`config.mk`:
```
export PLATFORM = sky130hd
export DESIGN_NAME = wt_write_queue
export DESIGN_NICKNAME = d
export VERILOG_FILES = /design/src/rtl/wq_pkg.sv /design/src/rtl/wq_ctrl.sv /design/src/rtl/wq_store.sv /design/src/rtl/wq_match.sv /design/src/rtl/wt_write_queue.sv
export SDC_FILE = /design/constraint.sdc
export NUM_CORES = 1
export LEC_CHECK = 0
export ABC_CLOCK_PERIOD_IN_PS = 3000
export BUFFER_PORTS_ARGS = -buffer_cell sky130_fd_sc_hd__buf_2
export CORE_ASPECT_RATIO = 0.6
export CORE_MARGIN = 8
export CORE_UTILIZATION = 44
export CTS_BUF_LIST = sky130_fd_sc_hd__clkbuf_16
export DETAILED_ROUTE_END_ITERATION = 6
export PLACE_DENSITY = 0.66
export SYNTH_ARGS = -nofsm -noshare
export SYNTH_HDL_FRONTEND = slang
export SYNTH_HIERARCHICAL = 1
export SYNTH_SLANG_ARGS = --single-unit
```
`constraint.sdc`:
```
create_clock -name clk -period 3 [get_ports clk]
set_input_delay 0.6 -clock clk [delete_from_list [all_inputs] [get_ports clk]]
set_output_delay 0.6 -clock clk [all_outputs]
set_load 0.05 [all_outputs]
```
`src/rtl/wq_pkg.sv`:
```
package wq_pkg;

    localparam int unsigned WQ_DEPTH_DEF  = 4;
    localparam int unsigned WQ_ADDR_W_DEF = 32;
    localparam int unsigned WQ_DATA_W_DEF = 32;
    localparam int unsigned WQ_OFS_W_DEF  = 4;

    typedef enum logic [1:0] {
        OCC_KEEP = 2'd0,
        OCC_UP   = 2'd1,
        OCC_DOWN = 2'd2
    } occ_step_e;

    function automatic occ_step_e occ_step(input logic in_fire, input logic out_fire);
        if (in_fire && !out_fire) begin
            return OCC_UP;
        end else if (out_fire && !in_fire) begin
            return OCC_DOWN;
        end
        return OCC_KEEP;
    endfunction

endpackage

```
`src/rtl/wq_ctrl.sv`:
```
module wq_ctrl
    import wq_pkg::*;
#(
    parameter int unsigned DEPTH = WQ_DEPTH_DEF
) (
    input  logic                                  clk,
    input  logic                                  rst_n,
    input  logic                                  push_req,
    input  logic                                  pop_req,
    output logic                                  push_ok,
    output logic                                  pop_ok,
    output logic                                  push_fire,
    output logic [((DEPTH > 1) ? $clog2(DEPTH) : 1)-1:0] wr_idx,
    output logic [((DEPTH > 1) ? $clog2(DEPTH) : 1)-1:0] rd_idx,
    output logic [DEPTH-1:0]                      live
);

    localparam int unsigned PTR_W = (DEPTH > 1) ? $clog2(DEPTH) : 1;
    localparam int unsigned CNT_W = $clog2(DEPTH + 1);
    localparam logic [PTR_W-1:0] LAST_IDX = PTR_W'(DEPTH - 1);
    localparam logic [CNT_W-1:0] FULL_CNT = CNT_W'(DEPTH);

    typedef struct packed {
        logic [PTR_W-1:0] wr;
        logic [PTR_W-1:0] rd;
        logic [CNT_W-1:0] cnt;
        logic [DEPTH-1:0] live;
    } ctrl_t;

    ctrl_t st_q, st_d;
    logic  pop_fire;

    function automatic logic [PTR_W-1:0] wrap_inc(input logic [PTR_W-1:0] p);
        return (p == LAST_IDX) ? '0 : p + PTR_W'(1);
    endfunction

    assign push_ok   = (st_q.cnt != FULL_CNT);
    assign pop_ok    = (st_q.cnt != '0);
    assign push_fire = push_req && push_ok;
    assign pop_fire  = pop_req && pop_ok;
    assign wr_idx    = st_q.wr;
    assign rd_idx    = st_q.rd;
    assign live      = st_q.live;

    always_comb begin
        st_d = st_q;
        if (push_fire) begin
            st_d.wr = wrap_inc(st_q.wr);
            st_d.live[st_q.wr] = 1'b1;
        end
        if (pop_fire) begin
            st_d.rd = wrap_inc(st_q.rd);
            st_d.live[st_q.rd] = 1'b0;
        end
        case (occ_step(push_fire, pop_fire))
            OCC_UP:   st_d.cnt = st_q.cnt + CNT_W'(1);
            OCC_DOWN: st_d.cnt = st_q.cnt - CNT_W'(1);
            default:  st_d.cnt = st_q.cnt;
        endcase
    end

    always_ff @(posedge clk) begin
        if (!rst_n) begin
            st_q <= '0;
        end else begin
            st_q <= st_d;
        end
    end

    AST_CNT_BOUND: assert property (@(posedge clk) disable iff (!rst_n)
        st_q.cnt <= FULL_CNT);

    AST_LIVE_TRACKS_CNT: assert property (@(posedge clk) disable iff (!rst_n)
        $countones(st_q.live) == int'(st_q.cnt));

    AST_BOTH_FIRE_KEEP: assert property (@(posedge clk) disable iff (!rst_n)
        push_fire && pop_fire |=> st_q.cnt == $past(st_q.cnt));

endmodule

```
`src/rtl/wq_store.sv`:
```
module wq_store
    import wq_pkg::*;
#(
    parameter int unsigned DEPTH  = WQ_DEPTH_DEF,
    parameter int unsigned ADDR_W = WQ_ADDR_W_DEF,
    parameter int unsigned DATA_W = WQ_DATA_W_DEF
) (
    input  logic                                  clk,
    input  logic                                  rst_n,
    input  logic                                  wr_en,
    input  logic [((DEPTH > 1) ? $clog2(DEPTH) : 1)-1:0] wr_idx,
    input  logic [ADDR_W-1:0]                     wr_addr,
    input  logic [DATA_W-1:0]                     wr_data,
    input  logic [((DEPTH > 1) ? $clog2(DEPTH) : 1)-1:0] rd_idx,
    output logic [ADDR_W-1:0]                     rd_addr,
    output logic [DATA_W-1:0]                     rd_data,
    output logic [DEPTH*ADDR_W-1:0]               all_addr
);

    typedef struct packed {
        logic [ADDR_W-1:0] addr;
        logic [DATA_W-1:0] data;
    } slot_t;

    slot_t [DEPTH-1:0] mem_q, mem_d;

    always_comb begin
        mem_d = mem_q;
        if (wr_en) begin
            mem_d[wr_idx].addr = wr_addr;
            mem_d[wr_idx].data = wr_data;
        end
    end

    always_ff @(posedge clk) begin
        if (!rst_n) begin
            mem_q <= '0;
        end else begin
            mem_q <= mem_d;
        end
    end

    assign rd_addr = mem_q[rd_idx].addr;
    assign rd_data = mem_q[rd_idx].data;

    for (genvar g = 0; g < DEPTH; g++) begin : g_flat
        assign all_addr[g*ADDR_W +: ADDR_W] = mem_q[g].addr;
    end

endmodule

```
`src/rtl/wq_match.sv`:
```
module wq_match
    import wq_pkg::*;
#(
    parameter int unsigned DEPTH  = WQ_DEPTH_DEF,
    parameter int unsigned ADDR_W = WQ_ADDR_W_DEF,
    parameter int unsigned OFS_W  = WQ_OFS_W_DEF
) (
    input  logic [DEPTH*ADDR_W-1:0] all_addr,
    input  logic [DEPTH-1:0]        live,
    input  logic [ADDR_W-1:0]       probe_addr,
    input  logic                    new_en,
    input  logic [ADDR_W-1:0]       new_addr,
    output logic                    hit
);

    localparam int unsigned TAG_W = ADDR_W - OFS_W;

    logic [TAG_W-1:0] probe_tag;
    logic [DEPTH-1:0] slot_hit;
    logic             new_hit;
    logic             unused_low;

    assign probe_tag = probe_addr[ADDR_W-1:OFS_W];

    for (genvar g = 0; g < DEPTH; g++) begin : g_cmp
        logic [TAG_W-1:0] slot_tag;
        logic             unused_slot_low;
        assign slot_tag        = all_addr[g*ADDR_W + OFS_W +: TAG_W];
        assign unused_slot_low = ^all_addr[g*ADDR_W +: OFS_W];
        assign slot_hit[g]     = live[g] && (slot_tag == probe_tag);
    end

    assign new_hit    = new_en && (new_addr[ADDR_W-1:OFS_W] == probe_tag);
    assign hit        = (|slot_hit) || new_hit;
    assign unused_low = ^{probe_addr[OFS_W-1:0], new_addr[OFS_W-1:0]};

endmodule

```
`src/rtl/wt_write_queue.sv`:
```
module wt_write_queue
    import wq_pkg::*;
#(
    parameter int unsigned DEPTH  = WQ_DEPTH_DEF,
    parameter int unsigned ADDR_W = WQ_ADDR_W_DEF,
    parameter int unsigned DATA_W = WQ_DATA_W_DEF,
    parameter int unsigned OFS_W  = WQ_OFS_W_DEF
) (
    input  logic              clk,
    input  logic              rst_n,
    input  logic              push_valid,
    output logic              push_ready,
    input  logic [ADDR_W-1:0] push_addr,
    input  logic [DATA_W-1:0] push_data,
    output logic              drain_valid,
    input  logic              drain_ready,
    output logic [ADDR_W-1:0] drain_addr,
    output logic [DATA_W-1:0] drain_data,
    input  logic              chk_valid,
    input  logic [ADDR_W-1:0] chk_addr,
    output logic              chk_go,
    output logic              chk_hold
);

    localparam int unsigned PTR_W = (DEPTH > 1) ? $clog2(DEPTH) : 1;

    logic                    push_fire;
    logic [PTR_W-1:0]        wr_idx;
    logic [PTR_W-1:0]        rd_idx;
    logic [DEPTH-1:0]        live;
    logic [DEPTH*ADDR_W-1:0] all_addr;
    logic                    conflict;

    wq_ctrl #(.DEPTH(DEPTH)) u_ctrl (
        .clk       (clk),
        .rst_n     (rst_n),
        .push_req  (push_valid),
        .pop_req   (drain_ready),
        .push_ok   (push_ready),
        .pop_ok    (drain_valid),
        .push_fire (push_fire),
        .wr_idx    (wr_idx),
        .rd_idx    (rd_idx),
        .live      (live)
    );

    wq_store #(.DEPTH(DEPTH), .ADDR_W(ADDR_W), .DATA_W(DATA_W)) u_store (
        .clk      (clk),
        .rst_n    (rst_n),
        .wr_en    (push_fire),
        .wr_idx   (wr_idx),
        .wr_addr  (push_addr),
        .wr_data  (push_data),
        .rd_idx   (rd_idx),
        .rd_addr  (drain_addr),
        .rd_data  (drain_data),
        .all_addr (all_addr)
    );

    wq_match #(.DEPTH(DEPTH), .ADDR_W(ADDR_W), .OFS_W(OFS_W)) u_match (
        .all_addr   (all_addr),
        .live       (live),
        .probe_addr (chk_addr),
        .new_en     (push_fire),
        .new_addr   (push_addr),
        .hit        (conflict)
    );

    assign chk_go   = chk_valid && !conflict;
    assign chk_hold = chk_valid && conflict;

    AST_DRAIN_STABLE: assert property (@(posedge clk) disable iff (!rst_n)
        drain_valid && !drain_ready |=> drain_valid && $stable(drain_addr) && $stable(drain_data));

    AST_FULL_STALL: assert property (@(posedge clk) disable iff (!rst_n)
        !push_ready && !drain_ready |=> !push_ready);

    AST_GO_HOLD_EXCL: assert property (@(posedge clk) disable iff (!rst_n)
        !(chk_go && chk_hold));

    AST_EMPTY_NO_HOLD: assert property (@(posedge clk) disable iff (!rst_n)
        !drain_valid && !push_valid |-> !chk_hold);

endmodule

```
==> flow_metrics.env, run 1 <==
export IMPL_status="complete, but fails checks"
export IMPL_violations="negative setup slack"
export IMPL_area_growth_pct=7.74
export IMPL_die_h_um=156
export IMPL_cp_slowest_stage_delay_ns=0.36
export IMPL_post_dp_hpwl_mm=26.2
export IMPL_path_cells="buf_2, xnor2_1, buf_4, nand4_1, nor4_1, nand4_1, nand4_1, and2b_2, buf_8"
export IMPL_powerDensity_nw_per_um2=708
export IMPL_p_leak_nw=7.06
export IMPL_crit_family="simple AND/OR/NAND/NOR gates"
export IMPL_yosysWarnings=6
export IMPL_syn_area_um2=14300
export IMPL_critical_path_slowest_cell="nor4_1"
export IMPL_wl_met2_mm=16.7
export IMPL_r2r_slack_ns=0.54
export IMPL_cp_start_kind="input port"
export IMPL_worst_clock_skew_ns=0.0107
export IMPL_drv_slew=0
export IMPL_crit_type="input port to primary output"
export IMPL_dpl_cell_count=1785
export IMPL_antenna_found_initial=8
export IMPL_drtIter0Drc=855
export IMPL_dieArea_um2=38800
export IMPL_period_needed_ns=3.02
export IMPL_num_rows=51
export IMPL_relSlewSlack_pct=39.2
export IMPL_vias_per_cell=5.34
export IMPL_dr_pass1_iters=5
export IMPL_n_fill_cell=2985
export IMPL_final_util_pct=47.9
export IMPL_timing_fmax_mhz=332
export IMPL_syn_nets=1496
export IMPL_maxCapViolCount=0
export IMPL_htreeDepth=1
export IMPL_clk_pin_slew_ns=0.06
export IMPL_final_cell_mix="nand2_1 (326), dfxtp_1 (260), mux2i_1 (256)"
export IMPL_gp_congestion=0.934
export IMPL_grt_pass1_vias=9778
export IMPL_layout_nets=1505
export IMPL_numCtsBuffers=27
export IMPL_worst_path_buf_inv=3
export IMPL_arrival_ns=2.42
export IMPL_vias=9813
export IMPL_cp_required_ns=2.40
export IMPL_drive_gt1_share_pct=23.5
export IMPL_die_w_um=249
export IMPL_grt_pass1_wl_mm=58.7
export IMPL_initial_core_util_pct=44.4
export IMPL_critPathMaxFanout=2
export IMPL_cts_sink_count=267
export IMPL_regArea_um2=5360
export IMPL_route_detailed_drc=0
export IMPL_cp_end_kind="primary output"
export IMPL_layout_cells_most_common="nand2_1"
export IMPL_insertion_delay_ns=0.54
export IMPL_grt_max_degree=105
export IMPL_clockRootBuffer="clkbuf_16"
export IMPL_routed_top_layer="met5"
export IMPL_grt_overflow=0
export IMPL_worst_slack_ns=-0.0159
export IMPL_period_share_pct=101
export IMPL_ir_drop_mv=0.385
export IMPL_tritoncts="yes"
export IMPL_cts_hold_buf=0
export IMPL_fin_tns_setup_ns=-0.0159
export IMPL_worstHoldPathType="input port to flip-flop"
export IMPL_clk_path_buf_depth=3
export IMPL_core_um2=32200
export IMPL_preCtsSetupSlack_ns=-0.00283
export IMPL_multi_input_area_um2=7270
export IMPL_io_buffers=164
export IMPL_ioPinCount=169
export IMPL_crit_top_cell="nand4_1"
export IMPL_wl_per_cell_um=20.9
export IMPL_stdcell_count=1838
export IMPL_synthCells=1385
export IMPL_grt_use_total_pct=19.2
export IMPL_wl_met1_mm=18.0
export IMPL_ant_nets=0
export IMPL_hold_viol_final=0
export IMPL_finalSetupViolCount=1
export IMPL_worst_slew_pin_slew_ns=0.909
export IMPL_wl_met3_mm=3.22
export IMPL_routed_wl_mm=38.5
export IMPL_synth_area_per_cell_um2=10.3
export IMPL_rsz0062_at_grt="yes"
[worst register-to-register path: stages (launching register included)]
cell and delay [ns]:
dfxtp_1 0.35, or3b_1 0.40, and2_4 0.18, buf_4 0.16, inv_1 0.06, ha_1 0.18, inv_1 0.06, fa_1 0.38
xor2_1 0.16, or3_1 0.31, a21oi_1 0.14
[sequential cells by signal, summed over array words and instances, names as in the netlist]
name and count:
u_ctrl/rd_idx 2, u_ctrl/st_q 3, u_ctrl/wr_idx 2, u_ctrl/live 4
u_store/all_addr 128, u_store/mem_q 128
[power breakdown]
part / internal, W / switching [W] / total, W
sequential: 0.00384 / 0.000278 / 0.00412
combinational: 0.00129 / 0.00205 / 0.00334
clock: 0.00202 / 0.00146 / 0.00348
[layout make-up]
cell class,instances,share of cell area [%]
multi-input cells,881,47.1
flip-flops and latches,267,34.7
repair buffers,208,8.68
clock buffers,28,4.54
well taps,424,3.44
clock inverters,18,1.21
inverters,9,0.219
diodes,3,0.0487
[worst paths after layout]
path                 startpoint                 end  cells past startpoint
max                chk_addr[27]              chk_go                      9
min               push_data[31]   u_store/mem_q[95]                      3
max reg2reg      u_ctrl/st_q[4]      u_ctrl/st_q[6]                     10
min reg2reg  u_store/mem_q[155]  u_store/mem_q[155]                      2
[metrics by stage]
stage	instance area (um^2)	hold slack, ns	power [W]
floorplan	14300	0.432	0.00690
global placement	14400	0.439	0.00743
detailed placement	14400	0.446	0.00747
CTS	15400	0.347	0.0110
global route	15400	0.370	0.0114
finish	15400	0.385	0.0109
[per-layer routing]
metal,vias up,track usage [%]
met2,340,29.0
li1,4599,-
met3,48,4.81
met1,4820,27.5
met5,-,0
met4,6,3.38
[what timing repair did]
action	CTS	global route
pin swaps	6	6
hold endpoints to repair	0	0
setup endpoints to repair	2	6
gates cloned	0	0
setup buffers	2	2
gates resized for setup	20	5
Note: power is estimated with default switching activity, not from simulation.
==> run 2: changes to the inputs <==
--- a/config.mk
+++ b/config.mk
@@ -7,7 +7,6 @@
 export LEC_CHECK = 0
 export ABC_CLOCK_PERIOD_IN_PS = 3000
 export BUFFER_PORTS_ARGS = -buffer_cell sky130_fd_sc_hd__buf_2
-export CORE_ASPECT_RATIO = 0.6
 export CORE_MARGIN = 8
 export CORE_UTILIZATION = 44
 export CTS_BUF_LIST = sky130_fd_sc_hd__clkbuf_16
==> run 2 against run 1 <==
Effect of this change:
- the run now ends clean
- wire length is 5.4% lower
- clock skew rose by 0.0024 ns
- die area is 0.49% lower
- sequential cell count stayed put
- total power down 2.0%
- fmax up 2.0%
- worst hold slack got worse by 0.030 ns
- utilization shrank 0.32 points
- first-iteration DRC count down 37%
- combinational power fell by 4%
- sequential power is essentially flat
- critical path type is now flip-flop to primary output
==> flow_metrics.env, run 2 (same netlist as run 1, synthesis figures left out) <==
export IMPL_status="finished clean"
export IMPL_hold_viol_final=0
export IMPL_grt_pass1_wl_mm=55.7
export IMPL_antenna_found_initial=8
export IMPL_die_h_um=196
export IMPL_route_detailed_drc=0
export IMPL_maxCapViolCount=0
export IMPL_routed_wl_mm=36.4
export IMPL_vias_per_cell=5.22
export IMPL_grt_pass1_vias=9854
export IMPL_dr_pass1_iters=5
export IMPL_clk_pin_slew_ns=0.06
export IMPL_worst_clock_skew_ns=0.0131
export IMPL_numCtsBuffers=30
export IMPL_grt_use_total_pct=18.2
export IMPL_cp_required_ns=2.40
export IMPL_worst_slack_ns=0.0432
export IMPL_layout_nets=1492
export IMPL_ir_drop_mv=0.473
export IMPL_ant_nets=0
export IMPL_cp_end_kind="primary output"
export IMPL_ioPinCount=169
export IMPL_arrival_ns=2.36
export IMPL_p_seq_share_pct=38.3
export IMPL_n_fill_cell=3007
export IMPL_final_cell_mix="nand2_1 (326), dfxtp_1 (260), mux2i_1 (256)"
export IMPL_finalSetupViolCount=0
export IMPL_htreeDepth=1
export IMPL_swShare_pct=35.0
export IMPL_drv_slew=0
export IMPL_die_w_um=196
export IMPL_layout_cells_most_common="nand2_1"
export IMPL_drtIter0Drc=536
export IMPL_crit_type="flip-flop to primary output"
export IMPL_cts_hold_buf=0
export IMPL_clk_path_buf_depth=3
export IMPL_num_rows=66
export IMPL_post_dp_hpwl_mm=25.1
export IMPL_io_buffers=164
export IMPL_crit_top_cell="nand4_1"
export IMPL_preCtsSetupSlack_ns=0.121
export IMPL_powerDensity_nw_per_um2=697
export IMPL_fin_tns_setup_ns=0
export IMPL_clockPowerShare_pct=31.7
export IMPL_area_growth_pct=7.22
export IMPL_period_needed_ns=2.96
export IMPL_grt_overflow=0
export IMPL_hold_ws_ns=0.355
export IMPL_worst_slew_pin_slew_ns=0.660
export IMPL_core_um2=32300
export IMPL_dieArea_um2=38600
export IMPL_power_switching_w=0.00374
export IMPL_gp_congestion=0.939
export IMPL_relSlewSlack_pct=56.0
export IMPL_p_leak_nw=7.00
export IMPL_clockRootBuffer="clkbuf_16"
export IMPL_critical_path_slowest_cell="or3b_1"
export IMPL_timing_fmax_mhz=338
export IMPL_vias=9646
export IMPL_drive_gt1_share_pct=23.1
export IMPL_cp_slowest_stage_delay_ns=0.39
export IMPL_cts_sink_count=267
export IMPL_worstHoldPathType="input port to flip-flop"
export IMPL_wl_per_cell_um=19.7
export IMPL_critPathMaxFanout=8
export IMPL_initial_core_util_pct=44.4
export IMPL_cp_start_kind="flip-flop"
export IMPL_p_comb_share_pct=30.0
export IMPL_path_cells="or3b_1, and2_4, nand2_2, nor4_2, nand4_1, nand4_1, and2b_2, buf_6"
export IMPL_power_internal_w=0.00697
export IMPL_grt_max_degree=80
export IMPL_insertion_delay_ns=0.57
export IMPL_period_share_pct=98.6
export IMPL_tritoncts="yes"
run 2: cell count changes in the layout (fill, tap and decap cells not counted), sizes merged:
cell	previous run	this run
inv	17	15
clkbuf	28	30
clkinv	5	18
diode	3	2
bufinv	4	1
buf	208	192
run 2: per-layer routing:
metal / up-vias / track usage (%) / share of wire (%)
li1: 4573 / - / -
met3: 77 / 5.68 / 7.8
met4: 10 / 5.50 / 2.9
met1: 4720 / 22.6 / 43
met5: - / 0 / 0.19
met2: 266 / 29.8 / 47
run 2: worst max-delay path: cells and delay by family (launching register included):
kind | cells | cell delay, ns
DFF | 1 | 0.34
and+or+nand+nor | 7 | 1.31
buffers and inverters | 1 | 0.15
run 2: stage by stage:
stage	area (um^2)	util, %	power [W]	std cells
floorplan	14300	-	0.00690	1385
global placement	14300	44.3	0.00735	1791
detailed placement	14300	44.3	0.00739	1791
CTS	15200	47.2	0.0108	1847
global route	15400	47.6	0.0112	1849
finish	15400	47.6	0.0107	1849
run 2: power by group through the flow:
stage,clock network [W],registers (W),logic [W]
after global routing,0.00362,0.00415,0.00340
after detailed placement,0,0.00417,0.00321
final,0.00339,0.00411,0.00321
after CTS,0.00349,0.00410,0.00323
after global placement,0,0.00416,0.00319
after floorplan,0,0.00404,0.00285
run 2: cell type report:
class	instances	area, um^2	area share (%)
antenna	2	5.00	0.0326
clock buffer	30	751	4.89
clock inverter	26	163	1.06
inverter	9	33.8	0.220
multi-input combinational	881	7310	47.6
sequential	267	5360	34.9
tap	442	553	3.60
timing repair buffer	192	1190	7.73
run 2: final timing paths:
check / from / endpoint / slack, ns / cells past startpoint
worst min register to register: u_store/mem_q[30] / u_store/mem_q[30] / 0.45 / 2
worst max-delay path: u_ctrl/st_q[4] / chk_go / 0.04 / 8
worst max register to register: u_ctrl/st_q[4] / u_ctrl/st_q[6] / 0.69 / 9
worst min-delay path: push_valid / u_ctrl/wr_idx[0] / 0.35 / 3
run 2: what timing repair did:
| action | in CTS | in global routing |
|---|---|---|
| setup buffers | 0 | 0 |
| endpoints found under the hold margin | 0 | 0 |
| gates resized for setup | 3 | 24 |
| pin swaps | 1 | 6 |
| endpoints found under the setup margin | 2 | 2 |
